`src/rtl/page_commit_pkg.sv`:
```
package page_commit_pkg;
  typedef enum logic [1:0] {
    PC_IDLE    = 2'd0,
    PC_COLLECT = 2'd1,
    PC_COMMIT  = 2'd2,
    PC_WAIT    = 2'd3
  } pc_state_t;
endpackage

```
`src/rtl/page_buffer.sv`:
```
module page_buffer #(
  parameter int SLOT_W = 4,
  parameter int DATA_W = 8
) (
  input  logic              clk,
  input  logic              rst_n,
  input  logic              clr,
  input  logic              wr_en,
  input  logic [SLOT_W-1:0] wr_slot,
  input  logic [DATA_W-1:0] wr_data,
  input  logic [SLOT_W-1:0] rd_slot,
  output logic [DATA_W-1:0] rd_data,
  output logic              rd_vld,
  output logic              any_vld
);
  localparam int SLOTS = 1 << SLOT_W;

  logic [DATA_W-1:0] store [SLOTS];
  logic [SLOTS-1:0]  vmask;

  for (genvar s = 0; s < SLOTS; s++) begin : g_slot
    always_ff @(posedge clk) begin
      if (wr_en && (wr_slot == SLOT_W'(s))) store[s] <= wr_data;
    end
  end

  always_ff @(posedge clk or negedge rst_n) begin
    if (!rst_n)      vmask <= '0;
    else if (clr)    vmask <= '0;
    else if (wr_en)  vmask[wr_slot] <= 1'b1;
  end

  assign rd_data = store[rd_slot];
  assign rd_vld  = vmask[rd_slot];
  assign any_vld = |vmask;
endmodule

```
`src/rtl/prog_timer.sv`:
```
module prog_timer #(
  parameter int PROG_CYCLES = 2_500_000
) (
  input  logic clk,
  input  logic rst_n,
  input  logic load,
  output logic done
);
  localparam int CNT_W = $clog2(PROG_CYCLES + 1);

  logic [CNT_W-1:0] remain;
  logic             running;

  always_ff @(posedge clk or negedge rst_n) begin
    if (!rst_n) begin
      remain  <= '0;
      running <= 1'b0;
    end else if (load) begin
      remain  <= CNT_W'(PROG_CYCLES - 1);
      running <= 1'b1;
    end else if (running) begin
      if (remain == '0) running <= 1'b0;
      else              remain  <= remain - 1'b1;
    end
  end

  assign done = running && (remain == '0);
endmodule

```
`src/rtl/commit_seq.sv`:
```
module commit_seq
  import page_commit_pkg::*;
#(
  parameter int ADDR_W = 11,
  parameter int SLOT_W = 4
) (
  input  logic              clk,
  input  logic              rst_n,
  input  logic              txn_start,
  input  logic [ADDR_W-1:0] start_addr,
  input  logic              byte_vld,
  input  logic              txn_stop,
  input  logic              wp,
  input  logic              any_vld,
  input  logic              tmr_done,
  output pc_state_t         state,
  output logic              start_take,
  output logic              byte_take,
  output logic [SLOT_W-1:0] wr_slot,
  output logic [SLOT_W-1:0] scan_slot,
  output logic [ADDR_W-SLOT_W-1:0] page,
  output logic              tmr_load
);
  localparam int PAGE_W = ADDR_W - SLOT_W;

  function automatic logic [PAGE_W-1:0] page_of(input logic [ADDR_W-1:0] a);
    return a[ADDR_W-1:SLOT_W];
  endfunction

  function automatic logic [SLOT_W-1:0] slot_of(input logic [ADDR_W-1:0] a);
    return a[SLOT_W-1:0];
  endfunction

  function automatic logic [SLOT_W-1:0] next_slot(input logic [SLOT_W-1:0] s);
    return s + 1'b1;
  endfunction

  logic open_txn;
  logic scan_last;

  assign open_txn   = (state == PC_IDLE) || (state == PC_COLLECT);
  assign start_take = open_txn && txn_start;
  assign byte_take  = (state == PC_COLLECT) && byte_vld && !txn_start;
  assign scan_last  = &scan_slot;
  assign tmr_load   = (state == PC_COMMIT) && scan_last;

  always_ff @(posedge clk or negedge rst_n) begin
    if (!rst_n) begin
      state     <= PC_IDLE;
      wr_slot   <= '0;
      scan_slot <= '0;
      page      <= '0;
    end else begin
      case (state)
        PC_IDLE, PC_COLLECT: begin
          if (start_take) begin
            state   <= PC_COLLECT;
            page    <= page_of(start_addr);
            wr_slot <= slot_of(start_addr);
          end else if (byte_take) begin
            wr_slot <= next_slot(wr_slot);
          end else if ((state == PC_COLLECT) && txn_stop) begin
            state     <= (any_vld && !wp) ? PC_COMMIT : PC_IDLE;
            scan_slot <= '0;
          end
        end
        PC_COMMIT: begin
          scan_slot <= next_slot(scan_slot);
          if (scan_last) state <= PC_WAIT;
        end
        PC_WAIT: begin
          if (tmr_done) state <= PC_IDLE;
        end
        default: state <= PC_IDLE;
      endcase
    end
  end
endmodule

```
`src/rtl/page_commit.sv`:
```
module page_commit
  import page_commit_pkg::*;
#(
  parameter int ADDR_W      = 11,
  parameter int SLOT_W      = 4,
  parameter int DATA_W      = 8,
  parameter int PROG_CYCLES = 2_500_000
) (
  input  logic              clk,
  input  logic              rst_n,
  input  logic              txn_start,
  input  logic [ADDR_W-1:0] start_addr,
  input  logic              byte_vld,
  input  logic [DATA_W-1:0] byte_data,
  input  logic              txn_stop,
  input  logic              wp,
  output logic              busy,
  output logic              mem_we,
  output logic [ADDR_W-1:0] mem_addr,
  output logic [DATA_W-1:0] mem_wdata
);
  localparam int PAGE_W = ADDR_W - SLOT_W;

  pc_state_t         state;
  logic              start_take;
  logic              byte_take;
  logic [SLOT_W-1:0] wr_slot;
  logic [SLOT_W-1:0] scan_slot;
  logic [PAGE_W-1:0] page;
  logic              tmr_load;
  logic              tmr_done;
  logic              any_vld;
  logic              slot_vld;
  logic [DATA_W-1:0] slot_data;

  commit_seq #(.ADDR_W(ADDR_W), .SLOT_W(SLOT_W)) u_seq (
    .clk(clk), .rst_n(rst_n), .txn_start(txn_start), .start_addr(start_addr),
    .byte_vld(byte_vld), .txn_stop(txn_stop), .wp(wp), .any_vld(any_vld),
    .tmr_done(tmr_done), .state(state), .start_take(start_take),
    .byte_take(byte_take), .wr_slot(wr_slot), .scan_slot(scan_slot),
    .page(page), .tmr_load(tmr_load)
  );

  page_buffer #(.SLOT_W(SLOT_W), .DATA_W(DATA_W)) u_buf (
    .clk(clk), .rst_n(rst_n), .clr(start_take), .wr_en(byte_take),
    .wr_slot(wr_slot), .wr_data(byte_data), .rd_slot(scan_slot),
    .rd_data(slot_data), .rd_vld(slot_vld), .any_vld(any_vld)
  );

  prog_timer #(.PROG_CYCLES(PROG_CYCLES)) u_tmr (
    .clk(clk), .rst_n(rst_n), .load(tmr_load), .done(tmr_done)
  );

  assign busy      = (state == PC_COMMIT) || (state == PC_WAIT);
  assign mem_we    = (state == PC_COMMIT) && slot_vld && !wp;
  assign mem_addr  = {page, scan_slot};
  assign mem_wdata = slot_data;
endmodule

```
`config.mk`:
```
export PLATFORM = sky130hd
export DESIGN_NAME = page_commit
export DESIGN_NICKNAME = d
export VERILOG_FILES = /design/src/rtl/page_commit_pkg.sv /design/src/rtl/page_buffer.sv /design/src/rtl/prog_timer.sv /design/src/rtl/commit_seq.sv /design/src/rtl/page_commit.sv
export SDC_FILE = /design/constraint.sdc
export NUM_CORES = 1
export LEC_CHECK = 0
export ABC_AREA = 1
export BUFFER_PORTS_ARGS = -buffer_cell sky130_fd_sc_hd__buf_4
export CORE_MARGIN = 3
export CORE_UTILIZATION = 60
export CTS_CLUSTER_SIZE = 16
export DETAILED_ROUTE_END_ITERATION = 6
export GPL_TIMING_DRIVEN = 0
export HOLD_SLACK_MARGIN = 0.1
export PLACE_DENSITY = 0.78
export RECOVER_POWER = 100
export SLEW_MARGIN = 15
export SYNTH_ARGS = -nofsm -noshare
export SYNTH_HDL_FRONTEND = slang
export SYNTH_HIERARCHICAL = 1
export SYNTH_SLANG_ARGS = --single-unit
```
`constraint.sdc`:
```
create_clock -name clk -period 3.6 [get_ports clk]
set_input_delay 0.54 -clock clk [delete_from_list [all_inputs] [get_ports clk]]
set_output_delay 0.54 -clock clk [all_outputs]
set_load 0.1 [all_outputs]
```
== Yosys cells after proc, flatten, opt, wreduce, memory -nomap -nowiden ==
Memory sizes are Yosys's and may differ from the RTL's.
Cells that the tools add are included.

* Add/subtract/negate cells: 3
* Magnitude comparators: 3
* Equality and inequality tests: 26
* Mux-type cells: 102
* Bitwise gates (word level): 1
* Reductions and logical operators: 59

{| class="wikitable"
|+ Operators with widths
! operator !! count
|-
| $mux W8 || 15
|-
| $reduce_or A8 Y1 || 15
|-
| $mux W4 || 20
|-
| $mux W22 || 3
|-
| $mux W1 || 52
|-
| $eq A4 B4 Y1 const B || 8
|-
| $mux W16 || 2
|-
| $logic_and A1 B1 Y1 || 26
|-
| $logic_not A22 Y1 || 1
|-
| $sub A22 B1 Y22 const B || 1
|-
| $eq A4 B3 Y1 const B || 4
|-
| $or A16 B16 Y16 || 1
|-
| $reduce_or A16 Y1 || 1
|-
| $mux W2 || 6
|-
| $reduce_and A4 Y1 || 3
|-
| $lt A4 B5 Y1 const B || 2
|-
| $add A4 B1 Y4 const B || 2
|-
| $eq A4 B2 Y1 const B || 2
|-
| $ne A2 B2 Y1 const B || 4
|-
| $pmux W4 S2 || 1
|-
| $pmux W2 S3 || 1
|-
| $reduce_and A2 Y1 || 3
|-
| $reduce_bool A2 Y1 || 3
|-
| $bmux W1 S4 || 1
|-
| other kinds (13) || 17
|}

* Register bits: 56
* Bits in writable memories: 128
* Input bits: 25
* Output and inout bits: 21
* Word-level logic and storage cells: 202
* Memories: 1

{| class="wikitable"
|+ Memory list
! memory !! words !! width !! rd ports !! clocked after memory_dff !! write ports !! line !! text
|-
| u_buf.store || 16 || 8 || 1 || 0 || 1 || page_buffer.sv:18 || <nowiki>logic [DATA_W-1:0] store [SLOTS];</nowiki>
|}

== Depth between registers and ports, before layout ==
Gate-level depths: netlist (run 1).

* Depth after elaboration: 22
* Mapped depth: 12
* Mapped depth without buffers: 12

== Cells and area by module ==
The synthesis (run 1) kept the hierarchy.

{| class="wikitable"
|+ By module, submodules not included
! module !! instances !! cells each !! area each (um^2) !! sequential area each (um^2)
|-
| page_buffer || 1 || 654 || 6441.2 || 4244.1
|-
| prog_timer || 1 || 226 || 1590.3 || 575.6
|-
| commit_seq || 1 || 122 || 895.9 || 425.4
|-
| page_commit || 1 || 6 || 22.5 || 0.0
|}

== Least setup slack after synthesis (run 1) ==
Ideal clock, no wire load.

* Path kind: reg-to-output
* Start: reg u_seq.scan_slot[1]
* End: out mem_we
* Arrival time: 3.042 ns
* Required time: 3.060 ns
* Path slack: 0.018 ns
* Stages on the path, launching flop included: 9
* Buffers on the path: 2
* Cells stage by stage: dfrtp_1 > buf_4 > buf_2 > nand3_1 > nand3_1 > nand3_1 > nand2_1 > nand2_1 > nor2_1

* Cells in the longest elaborated chain, start to end: 4

{| class="wikitable"
|+ Ends and longest elaborated chain
! element !! line !! text
|-
| start, declared || commit_seq.sv:20 || <nowiki>output logic [SLOT_W-1:0] scan_slot,</nowiki>
|-
| start signal, assigned || commit_seq.sv:68 || <nowiki>scan_slot <= next_slot(scan_slot);</nowiki>
|-
| $bmux W1 S4 || page_buffer.sv:34 || <nowiki>assign rd_vld = vmask[rd_slot];</nowiki>
|-
| $mux W1 (not written as such) || page_buffer.sv:34 ||
|-
| net slot_vld || page_commit.sv:33 || <nowiki>logic slot_vld;</nowiki>
|-
| $logic_and A1 B1 Y1 (2 in series) || page_commit.sv:55 || <nowiki>assign mem_we = (state == PC_COMMIT) && slot_vld && !wp;</nowiki>
|-
| end, declared || page_commit.sv:18 || <nowiki>output logic mem_we,</nowiki>
|}

The timed path passes the listed nets, and every way through them passes these cells. The select of a mux whose other input is x is not followed.

== Worst setup path in the final report (run 1) ==
Ends and elaborated chain as after synthesis.

==> impl_metrics.csv, run 1 <==
group,metric,value,unit
status,status,"finished clean",
floorplan,fp.dieW,128,um
detailed_routing,m1WireLength,9190,um
cts,clkLatencyLatePin,0.43,ns
synthesis,synth_top_area_cell,"edfxtp_1",
worst_setup_path,required,3.06,ns
floorplan,core_area,0.0146,sq mm
grt,grt_pass1_vias,6730,
timing,fin_tns_setup,0,ns
detailed_routing,via_per_inst,5.50,
detailed_routing,wl_met2,10900,um
synthesis,synth_cells,1008,
power,finalPower,4.29,mW
synthesis,synth_edf_count,128,
synthesis,synth-async-reset-ratio,30.4,%
power,p_leak,4.83,nW
detailed_routing,wl_per_cell,17.6,um
worst_setup_path,reg2reg_setup_slack,0.70,ns
synthesis,synth_ff_type,"edfxtp_1",
cts,root_buffer,"clkbuf_16",
detailed_routing,dr.pass1.iters,5,
timing,hold_violations,0,
synthesis,ys_types,36,
grt,grt_max_degree,57,
worst_setup_path,rr_startpoint,"u_tmr/remain[0]",
timing,final_max_slew_viol_count,0,
placed_design,globalplace.congestion,0.903,
placed_design,hpwl,14800,um
detailed_routing,drt-initial-drc-count,782,
cts,cts_sinks,184,
grt,antenna_found_initial,0,
cts,tritoncts,"built",
finish,drive_gt1_share,9.31,%
timing,fin_crit_sh,88.1,%
timing,worst_slack,0.430,ns
finish,areaGrowthSynthToFinish,11.2,%
worst_setup_path,crit_path_end_kind,"output pin",
floorplan,dieArea,0.0164,sq mm
worst_setup_path,worst-setup-path-type,"reg -> out",
worst_setup_path,r2r-end,"u_tmr/remain[7]",
min_path,worstHoldPathType,"in -> async",
timing,grt_setup_unrepaired,"no",
timing,max_freq,0.315,GHz
finish,stdcell_count,1269,
finish,final_core_util,68.2,%
detailed_routing,drcViolationCount,0,
detailed_routing,num_vias,6985,
synthesis,ys_ff_latch,184,
finish,num-nets-final,1100,
floorplan,io_pins,46,
placed_design,port_buffers,45,
synthesis,synth_top_area_share,42.9,%
timing,worst_slew_pin_slew,1.17,ns
worst_setup_path,startpoint_type,"flip-flop",
detailed_routing,top_layer,"met4",
cts,hold_buffers,0,
timing,hold_ws,0.137,ns
detailed_routing,wl,22400,um
timing,slew_headroom,22.4,%
synthesis,syn_nets,1036,
power,peakVddDrop,320,uV
timing,fin_skew,0.00670,ns
placed_design,dp_cells,1237,
detailed_routing,detail-route-antenna-nets,0,
cts,cts_buffer_depth,2,
cts,htreeDepth,4,
detailed_routing,route.met3.wl,1610,um
worst_setup_path,critPathMaxFanout,10,
finish,final_design_area_no_fill,0.00996,sq mm
grt,grt_overflow,0,
synthesis,syn_area,0.00895,sq mm
power,powerDensity,431,mW/mm^2
grt,grt_first_pass_wirelength,35500,um
finish,antenna_cells,0,
placed_design,place_ws,1.12,ns
synthesis,ys_warn_count,6,
floorplan,die_h,128,um
cts,postCtsSetupBuffers,0,
floorplan,rows,44,
timing,timing.final.crit_period,3.17,ns
worst_setup_path,r2r_cells,11,
synthesis,ys_seq_area_share,58.6,%
cts,ctsResizeCount,0,
job,max-cap-violations,0,
cts,cts.clk_slew.worst_paths,0.06,ns
grt,track_usage,28.6,%
worst_setup_path,critical_path_arrival,2.63,ns
synthesis,netlist_top_cells_area,"edfxtp_1 43%, dfrtp_1 16%, nand2_1 14%",
floorplan,start_util,61.3,%
timing,setup_viol_count_final,0,
cts,cts_buffers,17,
placed_design,place_area,0.00952,sq mm
synthesis,synth_area_per_cell,8.88,sq um
-- cell usage after synthesis (3+ instances only) --
library cell and instances:
inv_2 4, o21ai_1 4, buf_4 10, nand2_2 10
nand4_1 16, o21ai_2 5, ha_1 3, inv_1 167
nand3_1 142, edfxtp_1 128, nor3_1 5, buf_6 11
a21oi_1 13, o21ai_0 7, buf_2 10, nor2_1 51
nor2_2 4, dfrtp_1 56, nand2_4 3, nand2_1 335
xor2_1 3
-- layout by cell type, fill, tap and decap left out, types with 3 or more instances in the layout --
cell,count
buf_6,8
ha_1,3
clkbuf_1,33
xor2_1,3
bufinv_16,4
nand2_1,339
nand4_1,16
clkbuf_2,6
nor3_1,5
buf_2,8
nand2_2,9
nor2_1,52
o21ai_2,3
a21oi_1,13
o21ai_0,11
nor2_2,4
inv_1,168
clkbuf_8,3
edfxtp_1,128
clkbuf_16,17
buf_4,28
nand3_1,142
clkinv_1,3
dfrtp_1,56
-- registers in the layout (all words and copies together) (netlist names) --
| name | count |
|---|---|
| u_buf/store | 128 |
| u_buf/vmask | 16 |
| u_seq/page | 7 |
| u_seq/scan_slot | 4 |
| u_seq/state | 2 |
| u_seq/wr_slot | 4 |
| u_tmr/remain | 22 |
| u_tmr/running | 1 |
-- kinds of logic after synthesis --
kind of cell,synth area share (%)
simple gates,27.7
buf+inv,10.6
flops,58.6
compound gates,2.17
xor+xnor,0.489
fa+ha+maj,0.419
-- critical path, cell delays in order (launching register included) --
cell      delay (ns)
dfrtp_1         0.45
buf_4           0.26
clkbuf_1        0.51
nand3_1         0.16
nand3_1         0.10
nand3_1         0.09
nand2_1         0.15
nand2_1         0.07
nor2_1          0.11
buf_4           0.29
-- report_power, final --
part / leakage [nW] / switching [mW] / internal [mW]
Clock: 0.298 / 0.758 / 1.21
Sequential: 1.83 / 0 / 2.27
Combinational: 2.71 / 0.0406 / 0.0130
-- worst max-delay path by stage --
stage	from	end	slack, ns	cells past startpoint
global route	u_seq/scan_slot[1]	mem_we	0.33	9
floorplan	u_seq/scan_slot[1]	mem_we	0.02	8
finish	u_seq/scan_slot[1]	mem_we	0.43	9
global placement	txn_start	u_buf/store[12][2]	1.15	8
detailed placement	txn_start	u_buf/store[14][4]	1.12	8
CTS	u_seq/scan_slot[1]	mem_we	0.72	10
-- final cells by class --
type,count,area [sq um]
Multi-Input combinational cell,614,2710
Clock buffer,24,482
Timing Repair Buffer,45,248
Inverter,175,666
Buffer,35,235
Tap cell,184,230
Clock inverter,8,144
Fill cell,1149,4630
Sequential cell,184,5250
-- per-layer routing --
| metal | vias up | GRT usage, % |
|---|---|---|
| met5 | - | 0 |
| met4 | 0 | 13.1 |
| met3 | 59 | 5.04 |
| met2 | 321 | 46.5 |
| met1 | 3273 | 37.7 |
| li1 | 3332 | - |
No activity file was read; power rests on OpenSTA's default activity.
==> run 2, diff against run 1 <==
--- a/config.mk
+++ b/config.mk
@@ -10,9 +10,8 @@
 export CORE_MARGIN = 3
 export CORE_UTILIZATION = 60
-export CTS_CLUSTER_SIZE = 16
 export DETAILED_ROUTE_END_ITERATION = 6
 export GPL_TIMING_DRIVEN = 0
 export HOLD_SLACK_MARGIN = 0.1
-export PLACE_DENSITY = 0.78
+export PLACE_DENSITY = 0.86
 export RECOVER_POWER = 100
 export SLEW_MARGIN = 15
==> constraint.sdc (replaced) <==
create_clock -name clk -period 3.6 [get_ports clk]
set_input_delay 0.54 -clock clk [delete_from_list [all_inputs] [get_ports clk]]
set_output_delay 0.54 -clock clk [all_outputs]
set_load 0.02 [all_outputs]
==> impl_metrics.csv, run 2 (synthesized netlist as in run 1, its figures left out) <==
group,metric,value,unit
cts,cts_buffer_depth,2,
worst_setup_path,r2r-end,"u_tmr/remain[8]",
worst_setup_path,required,3.06,ns
power,netSwitchingFraction,20.6,%
worst_setup_path,cp_cell_sequence,"buf_4 -> inv_4 -> clkbuf_1 -> nand3_1 -> nand3_1 -> nand3_1 -> nand2_1 -> nand2_1 -> nor2_1 -> buf_4",
finish,antenna_cells,0,
grt,grt_pass1_vias,7201,
cts,postCtsSetupBuffers,0,
placed_design,globalplace.congestion,0.941,
power,peakVddDrop,369,uV
timing,timing.final.crit_period,3.11,ns
cts,root_buffer,"clkbuf_16",
cts,tritoncts,"built",
placed_design,dp_cells,1237,
detailed_routing,num_vias,7381,
worst_setup_path,reg2reg_setup_slack,0.83,ns
detailed_routing,dr.pass1.iters,6,
grt,track_usage,29.0,%
detailed_routing,drcViolationCount,0,
timing,setup_viol_count_final,0,
power,internal_power,3.30,mW
worst_setup_path,critical_path_arrival,2.57,ns
grt,grt_max_degree,57,
placed_design,hpwl,14700,um
floorplan,core_area,0.0146,sq mm
grt,antenna_found_initial,0,
finish,num-nets-final,1100,
cts,ctsResizeCount,0,
cts,clkLatencyLatePin,0.44,ns
power,power.switching,856,uW
finish,largest_reg_flops,128,
worst_setup_path,r2r_cells,11,
timing,final_max_slew_viol_count,0,
floorplan,start_util,61.3,%
worst_setup_path,cp_common_cell,"nand3_1",
status,status,"finished clean",
cts,htreeDepth,4,
detailed_routing,via_per_inst,5.82,
floorplan,io_pins,46,
finish,layout_common_cells,"340 x nand2_1, 170 x inv_1, 142 x nand3_1, 128 x edfxtp_1, 56 x dfrtp_1",
timing,worst_slew_pin_slew,1.04,ns
detailed_routing,wl,23200,um
worst_setup_path,slowest_stage,"clkbuf_1",
grt,grt_overflow,0,
power,clockPowerShare,44.2,%
finish,final_design_area_no_fill,0.00991,sq mm
finish,filler_cell_count,1062,
timing,max_freq,0.321,GHz
cts,cts_sinks,184,
finish,final_common_cell,"nand2_1",
floorplan,dieArea,0.0164,sq mm
detailed_routing,detail-route-antenna-nets,0,
finish,stdcell_count,1268,
cts,hold_buffers,0,
placed_design,place_area,0.00952,sq mm
grt,grt_first_pass_wirelength,36100,um
worst_setup_path,startpoint_type,"flip-flop",
timing,fin_tns_setup,0,ns
worst_setup_path,rr_startpoint,"u_tmr/remain[0]",
job,max-cap-violations,0,
power,p_seq_share,54.5,%
timing,grt_setup_unrepaired,"no",
timing,fin_skew,0.00880,ns
timing,fin_crit_sh,86.4,%
cts,cts_buffers,17,
detailed_routing,drt-initial-drc-count,980,
timing,hold_violations,0,
finish,largest-register,"u_buf/store",
finish,drive_gt1_share,9.04,%
placed_design,port_buffers,45,
timing,slew_headroom,30.7,%
worst_setup_path,critPathMaxFanout,10,
finish,reg.largest.list,"u_buf/store x128, u_tmr/remain x22, u_buf/vmask x16",
floorplan,die_h,128,um
worst_setup_path,critPathMaxStageDelay,0.51,ns
finish,areaGrowthSynthToFinish,10.7,%
detailed_routing,wl_per_cell,18.3,um
min_path,worstHoldPathType,"in -> async",
floorplan,rows,44,
power,p_leak,4.81,nW
cts,cts.clk_slew.worst_paths,0.07,ns
power,powerDensity,420,mW/mm^2
worst_setup_path,worst-setup-path-type,"reg -> out",
worst_setup_path,crit_path_end_kind,"output pin",
floorplan,fp.dieW,128,um
power,combPwrFrac,1.3,%
run 2: critical path, delay by kind of cell (launching register included):
kind | cells | cell delay, ns
DFF | 1 | 0.45
and+or+nand+nor | 6 | 0.66
buffers and inverters | 4 | 1.02
run 2: worst max-delay path by stage:
stage | from | depth (start not counted) | slack [ns] | to
4_1_cts | u_seq/scan_slot[1] | 10 | 0.82 | mem_we
3_5_place_dp | txn_start | 8 | 1.13 | u_buf/store[15][2]
3_3_place_gp | txn_start | 8 | 1.13 | u_buf/store[15][2]
5_1_grt | u_seq/scan_slot[1] | 10 | 0.40 | mem_we
2_1_floorplan | u_seq/scan_slot[0] | 10 | 1.52 | mem_we
6_report | u_seq/scan_slot[1] | 10 | 0.49 | mem_we
run 2: power groups by stage:
stage / combinational (mW) / sequential, mW / clock [mW]
6_report: 0.0535 / 2.27 / 1.84
3_5_place_dp: 0.0592 / 2.31 / 0
4_1_cts: 0.0591 / 2.27 / 1.85
5_1_grt: 0.0601 / 2.27 / 1.94
2_1_floorplan: 0.00132 / 2.31 / 0
3_3_place_gp: 0.0578 / 2.31 / 0
run 2: layout make-up:
type	count	area (sq um)	share of cell area (%)
timing repair buffer	45	248	2.50
sequential	184	5250	52.9
buffer	35	240	2.43
clock buffer	17	425	4.29
tap	184	230	2.32
clock inverter	14	148	1.49
multi-input combinational	614	2700	27.3
inverter	175	666	6.72
run 2: per-layer routing:
metal | GRT usage, % | up-vias | wire [um]
met5 | 0 | - | 0
met4 | 14.0 | 0 | 1000
met3 | 8.13 | 106 | 2900
met2 | 46.3 | 524 | 11000
met1 | 36.6 | 3430 | 8260
li1 | - | 3321 | -
run 2: per-stage QoR:
| step | power (mW) | hold slack, ns | utilization [%] | setup WS (ns) |
|---|---|---|---|---|
| 6_report | 4.16 | 0.161 | 67.9 | 0.488 |
| 5_1_grt | 4.27 | 0.205 | 67.9 | 0.403 |
| 4_1_cts | 4.18 | 0.177 | 69.2 | 0.819 |
| 3_5_place_dp | 2.37 | 0.470 | 65.2 | 1.13 |
| 3_3_place_gp | 2.37 | 0.466 | 65.2 | 1.13 |
| 2_1_floorplan | 2.31 | 0.244 | - | 1.52 |
